**src/rtl/keywake_pkg.sv**
```systemverilog
package keywake_pkg;
    localparam int KEYS        = 4;
    localparam int SYNC_STAGES = 2;

    typedef logic [KEYS-1:0] keymask_t;

    typedef struct packed {
        keymask_t dir;
        logic     pull;
    } kw_cfg_t;

    // merged node: high only when every participating line is high
    function automatic logic merge_node(input keymask_t pins, input keymask_t dir);
        return &(pins | dir);
    endfunction
endpackage

```
**src/rtl/kw_cfg_regs.sv**
```systemverilog
module kw_cfg_regs
    import keywake_pkg::*;
(
    input  logic     clk,
    input  logic     rst,
    input  logic     we,
    input  kw_cfg_t  wdata,
    output kw_cfg_t  cfg,
    output logic     dir_change
);
    always_ff @(posedge clk) begin
        if (rst) begin
            cfg <= '0;
        end else if (we) begin
            cfg <= wdata;
        end
    end

    assign dir_change = we && (wdata.dir != cfg.dir);
endmodule

```
**src/rtl/kw_node.sv**
```systemverilog
module kw_node
    import keywake_pkg::*;
(
    input  keymask_t pins,
    input  keymask_t dir,
    input  logic     sleep_mode,
    output logic     node,
    output logic     wake
);
    assign node = merge_node(pins, dir);
    assign wake = sleep_mode & ~node;
endmodule

```
**src/rtl/kw_fall_detect.sv**
```systemverilog
module kw_fall_detect #(
    parameter int STAGES = 2
) (
    input  logic clk,
    input  logic rst,
    input  logic node_async,
    input  logic rearm,
    output logic fall
);
    localparam int HOLD_W = $clog2(STAGES + 1);
    localparam logic [HOLD_W-1:0] HOLD_LOAD = HOLD_W'(STAGES);

    logic [STAGES-1:0] chain;
    logic              sync_q;
    logic              prev_q;
    logic              armed;
    logic [HOLD_W-1:0] holdoff;

    always_ff @(posedge clk) begin
        if (rst) begin
            chain <= '1;
        end else begin
            chain <= {chain[STAGES-2:0], node_async};
        end
    end
    assign sync_q = chain[STAGES-1];

    always_ff @(posedge clk) begin
        if (rst || rearm) begin
            holdoff <= HOLD_LOAD;
            armed   <= 1'b0;
        end else begin
            if (holdoff != '0) begin
                holdoff <= holdoff - 1'b1;
            end
            if (holdoff == '0 && sync_q) begin
                armed <= 1'b1;
            end
        end
    end

    always_ff @(posedge clk) begin
        if (rst) begin
            prev_q <= 1'b1;
        end else begin
            prev_q <= sync_q;
        end
    end

    assign fall = armed & prev_q & ~sync_q;

    // one press yields a single detection pulse
    p_single_pulse_r5: assert property (@(posedge clk) disable iff (rst)
        fall |=> !fall);
endmodule

```
**src/rtl/keywake_top.sv**
```systemverilog
module keywake_top
    import keywake_pkg::*;
#(
    parameter int NUM_KEYS    = KEYS,
    parameter int SYNC_DEPTH  = SYNC_STAGES
) (
    input  logic                clk,
    input  logic                rst,
    input  logic [NUM_KEYS-1:0] key_pin,
    input  logic                sleep_mode,
    input  logic                cfg_we,
    input  logic [NUM_KEYS-1:0] cfg_dir,
    input  logic                cfg_pull,
    input  logic                flag_clr,
    output logic [NUM_KEYS-1:0] dir_q,
    output logic                pullup_en,
    output logic                key_req,
    output logic                wake
);
    kw_cfg_t wcfg;
    kw_cfg_t cfg;
    logic    dir_change;
    logic    node;
    logic    fall;

    assign wcfg = '{dir: keymask_t'(cfg_dir), pull: cfg_pull};

    kw_cfg_regs u_regs (
        .clk        (clk),
        .rst        (rst),
        .we         (cfg_we),
        .wdata      (wcfg),
        .cfg        (cfg),
        .dir_change (dir_change)
    );

    kw_node u_node (
        .pins       (keymask_t'(key_pin)),
        .dir        (cfg.dir),
        .sleep_mode (sleep_mode),
        .node       (node),
        .wake       (wake)
    );

    kw_fall_detect #(.STAGES(SYNC_DEPTH)) u_fall (
        .clk        (clk),
        .rst        (rst),
        .node_async (node),
        .rearm      (dir_change),
        .fall       (fall)
    );

    // sticky request: a new fall wins over a clear
    always_ff @(posedge clk) begin
        if (rst) begin
            key_req <= 1'b0;
        end else if (fall) begin
            key_req <= 1'b1;
        end else if (flag_clr) begin
            key_req <= 1'b0;
        end
    end

    assign dir_q     = NUM_KEYS'(cfg.dir);
    assign pullup_en = cfg.pull;

    p_reset_clean_r1: assert property (@(posedge clk) disable iff (rst)
        $past(rst) |-> (dir_q == '0 && !pullup_en && !key_req));
    p_fall_sets_r3: assert property (@(posedge clk) disable iff (rst)
        fall |=> key_req);
    p_sticky_r6: assert property (@(posedge clk) disable iff (rst)
        key_req && !flag_clr |=> key_req);
    p_clear_r6: assert property (@(posedge clk) disable iff (rst)
        flag_clr && !fall |=> !key_req);
    p_fall_beats_clear_r7: assert property (@(posedge clk) disable iff (rst)
        fall && flag_clr |=> key_req);
    p_no_req_on_join_r9: assert property (@(posedge clk) disable iff (rst)
        dir_change |=> !fall);
endmodule

```
**config.mk**
```make
export PLATFORM = sky130hd
export DESIGN_NAME = keywake_top
export DESIGN_NICKNAME = d
export VERILOG_FILES = /design/src/rtl/keywake_pkg.sv /design/src/rtl/kw_cfg_regs.sv /design/src/rtl/kw_node.sv /design/src/rtl/kw_fall_detect.sv /design/src/rtl/keywake_top.sv
export SDC_FILE = /design/constraint.sdc
export NUM_CORES = 1
export LEC_CHECK = 0
export BUFFER_PORTS_ARGS = -buffer_cell sky130_fd_sc_hd__buf_2
export CAP_MARGIN = 20
export CORE_MARGIN = 2
export CORE_UTILIZATION = 35
export CTS_CLUSTER_SIZE = 20
export DETAILED_ROUTE_END_ITERATION = 8
export PLACE_DENSITY_LB_ADDON = 0.3
export SLEW_MARGIN = 10
export SYNTH_ARGS = -nofsm -noshare
export SYNTH_HDL_FRONTEND = slang
export SYNTH_SLANG_ARGS = --single-unit
```
**constraint.sdc**
```tcl
create_clock -name clk -period 2.4 [get_ports clk]
set_clock_uncertainty 0.05 [all_clocks]
set_input_delay 0.48 -clock clk [delete_from_list [all_inputs] [get_ports clk]]
set_output_delay 0.48 -clock clk [all_outputs]
set_load 0.02 [all_outputs]
```
Word-level counts from Yosys, hierarchy flattened. Index checks and enable logic that the tools add are counted.

Add/sub/neg operators: 1. Eq/ne operators: 1. Mux-type cells: 2. Bitwise operators: 6. Reductions and logical operators: 7.

Operators by type and width (count): 4-bit inequality test (1); 4-bit bitwise OR (1); 4-bit AND reduction (1); 2-bit nonzero test (2); 1-bit bitwise AND (3); 1-bit logical AND (2); 2-bit zero test (1); 1-bit two-way mux (2); 1-bit inverter (2); 2-bit by 1-bit subtractor with 2-bit output, second input constant (1); 1-bit logical OR (1).

Register bits: 12. Input bits: 14. Output and inout bits: 7. Word-level logic and storage cells: 24.

Longest topological paths before layout.
Depth after elaboration: 4. Depth in mapped cells: 5. Depth with buffers taken out: 5.

Modules after synthesis. A second synthesis with hierarchy kept.

Cells, all modules: 51. Area, all modules: 511.7 µm².

By module, submodules not included: kw_cfg_regs (times used 1, cells an instance 21, area each 220.2 µm², sequential area each 100.1 µm²); kw_fall_detect (times used 1, cells an instance 22, area each 216.5 µm², sequential area each 120.1 µm²); keywake_top (times used 1, cells an instance 4, area each 38.8 µm², sequential area each 20.0 µm²); kw_node (times used 1, cells an instance 4, area each 36.3 µm², sequential area each 0.0 µm²).

Least setup slack after synthesis. No wires, ideal clock.

Path type: input to register. Start point: input cfg_dir[1]. End point: register u_fall.holdoff[1]. Setup time: 127 ps. Data arrival time: 1377 ps. Data required time: 2223 ps. Setup slack: 846 ps. Stages: 3. Buffers on the path: 0. Cell sequence: xor2_1 -> o41a_1 -> or3_1.

Longest elaborated chain between the ends: 3.

RTL lines: start, declared (RTL line keywake_top.sv:12) `input logic [NUM_KEYS-1:0] cfg_dir,`; 4-bit inequality test (RTL line kw_cfg_regs.sv:19) `assign dir_change = we && (wdata.dir != cfg.dir);`; 1-bit logical AND (RTL line kw_cfg_regs.sv:19); 1-bit logical OR (RTL line kw_fall_detect.sv:29) `if (rst || rearm) begin`; end signal, assigned (RTL line kw_fall_detect.sv:34) `holdoff <= holdoff - 1'b1;`; end, declared (RTL line kw_fall_detect.sv:17) `logic [HOLD_W-1:0] holdoff;`.

Every way passes these cells. A chain may end at the register's enable or synchronous reset.

Worst setup path after layout.
Start point: register, netlist name u_regs.cfg[1]. End point: output wake.

Longest elaborated chain between the ends: 4.

RTL lines: 4-bit bitwise OR (RTL line keywake_pkg.sv:14) `return &(pins | dir);`; 4-bit AND reduction (RTL line keywake_pkg.sv:14); 1-bit inverter (RTL line kw_node.sv:11) `assign wake = sleep_mode & ~node;`; 1-bit bitwise AND (RTL line kw_node.sv:11); end, declared (RTL line keywake_top.sv:18) `output logic wake`.

Every way passes these cells.

==> results_dict.tcl <==
set metrics [dict create \
    outcome "complete, no violations" \
    worstMarginPinSlew_ps 192 \
    synthCells 49 \
    fin_cells 86 \
    clk_latency_ps 270 \
    antenna_found_initial 0 \
    drive_above_1_share_pct 38.0 \
    viasPerCell 4.50 \
    wl_um 834 \
    timing.fmax_mhz 598 \
    power.leakage_nw 0.319 \
    wl_per_cell_um 9.70 \
    grt_pass1_wl_um 1240 \
    worst_ep_arrival_time_ps 1140 \
    io_buffer_count 20 \
    numCtsBuffers 3 \
    track_usage_pct 11.8 \
    cts_root_buf "clkbuf_4" \
    finalHoldViolations 0 \
    die_w_um 41.1 \
    first_pass_iters 1 \
    ys_warn_count 0 \
    hold_path_class "flop to flop" \
    hold_buffers 0 \
    r2r_slack_ps 920 \
    path_max_fanout 4 \
    cts_resized 0 \
    synth_cell_types 18 \
    n_antenna_cell 0 \
    post-route-util_pct 48.4 \
    power.density_nw_per_um2 701 \
    grt_pass1_vias 313 \
    cts_tree "built" \
    fin_crit_sh_pct 69.7 \
    finish.instance_area_um2 629 \
    finalSetupTns_ps 0 \
    final.min_clock_period_ps 1670 \
    syn_area_per_cell_um2 9.83 \
    cts_max_path_buffers 2 \
    num_vias 387 \
    synth_fp_nets 64 \
    finalMaxSlewViolations 0 \
    grt_overflow 0 \
    place.gp.congestion 0.686 \
    rows 13 \
    rsz0062_at_grt "no" \
    dp.cells 82 \
    critPathRequiredTime_ps 1870 \
    critPathKind "flop to output pin" \
    fp.dieH_um 41.1 \
    peakVddDrop_v 0.000282 \
    ys_seq_area_share_pct 49.9 \
    drc 0 \
    cts_setup_buffers 0 \
    start_util_pct 37.0 \
    ios 21 \
    drtIter0Drc 0 \
    syn_area_um2 482 \
    maxCapViolCount 0 \
    setup_viol 0 \
    place_area_um2 593 \
    cts_sinks 12 \
    dp_hpwl_um 645 \
    die_area_um2 1690 \
    critPathCaptureType "output pin" \
    syn_to_final_growth_pct 30.6 \
    slew_headroom_pct 87.2 \
    antenna_left 0 \
    nets 87 \
    htreeDepth 1 \
    grt_max_degree 13 \
    fp.coreArea_um2 1300 \
    synth_seq_cells 12 \
    clk_pin_slew_ps 80 \
    startpoint_type "flop" \
]
==> through the flow <==
| stage | setup WS (ps) | power (W) | hold slack, ps |
|---|---|---|---|
| after floorplan | 846 | 0.000266 | 339 |
| after global placement | 719 | 0.000289 | 342 |
| after detailed placement | 690 | 0.000289 | 346 |
| after CTS | 691 | 0.000450 | 364 |
| after global routing | 662 | 0.000468 | 392 |
| final | 726 | 0.000441 | 359 |
==> Yosys cell counts <==
| cell | number | area (um2) |
|---|---|---|
| nand3b_1 | 1 | 7.51 |
| clkbuf_1 | 2 | 7.51 |
| o21ai_0 | 1 | 5.00 |
| xor2_1 | 5 | 43.8 |
| or2_2 | 3 | 18.8 |
| a21oi_1 | 2 | 10.0 |
| nand2_1 | 1 | 3.75 |
| nor2_1 | 6 | 22.5 |
| ha_1 | 1 | 12.5 |
| dfxtp_1 | 12 | 240 |
| o22ai_1 | 2 | 12.5 |
| or3_1 | 1 | 6.26 |
| nand2b_1 | 1 | 6.26 |
| nor2b_1 | 1 | 6.26 |
| o41a_1 | 1 | 11.3 |
| inv_1 | 2 | 7.51 |
| nor3_1 | 2 | 10.0 |
| mux2i_1 | 5 | 50.1 |
==> where the power goes <==
group	total [W]	switching [W]	internal, W
clock network	0.000157	0.0000648	0.0000921
logic	0.0000644	0.0000328	0.0000316
registers	0.000220	0.00000824	0.000212
==> worst max-delay path, stage by stage, from the launching register on <==
cell and delay [ps]:
dfxtp_1 350, o22ai_1 190, nor2_1 80, nor2b_1 90, buf_2 160
==> cells in the final DEF, fill, tap and decap left out <==
cell type,count
a21oi_1,2
buf_2,20
clkbuf_4,3
clkbuf_8,1
dfxtp_1,12
ha_1,1
inv_1,2
mux2i_1,5
nand2_1,1
nand2b_1,1
nand3b_1,1
nor2_1,6
nor2b_1,1
nor3_1,2
o21ai_0,1
o22ai_1,2
o41a_1,1
or2_2,3
or3_1,1
xor2_1,5
==> cell type report <==
class                           instances  area, um2
Multi-Input combinational cell         33        226
Inverter                                2       7.51
Timing Repair Buffer                   20        100
Tap cell                               15       18.8
Clock buffer                            4       36.3
Sequential cell                        12        240
Fill cell                             136        672
==> routing by layer <==
layer  up-vias  GRT usage (%)  part of all wire (%)
li1        208              -                     -
met1       166           15.5                    45
met2        13           15.6                    48
met3         0           3.26                   7.3
met4         0           9.68                     0
met5         -              0                     0
==> registers in the layout, indices dropped and copies added (netlist names) <==
signal	flops
u_fall.armed	1
u_fall.chain	2
key_req	1
u_fall.prev_q	1
u_fall.holdoff	2
u_regs.cfg	5
==> cell families (layout without fill, tap and decap cells) <==
logic type	Yosys count	in the layout	share of synthesized area, %
adders and majority gates	1	1	2.60
and+or+nand+nor	16	16	16.9
xor gates and xnor gates	5	5	9.09
buffers and inverters	4	26	3.12
AOI/OAI and AO/OA	6	6	8.05
muxes	5	5	10.4
DFF	12	12	49.9
==> final timing paths <==
check                                     start  depth (start not counted)                end
worst min register to register  u_fall.chain[0]                          1    u_fall.chain[1]
worst min-delay path            u_fall.chain[0]                          1    u_fall.chain[1]
worst max register to register    u_regs.cfg[2]                          3  u_fall.holdoff[1]
worst max-delay path              u_regs.cfg[1]                          4               wake
Note: power is estimated with default switching activity, not from simulation.
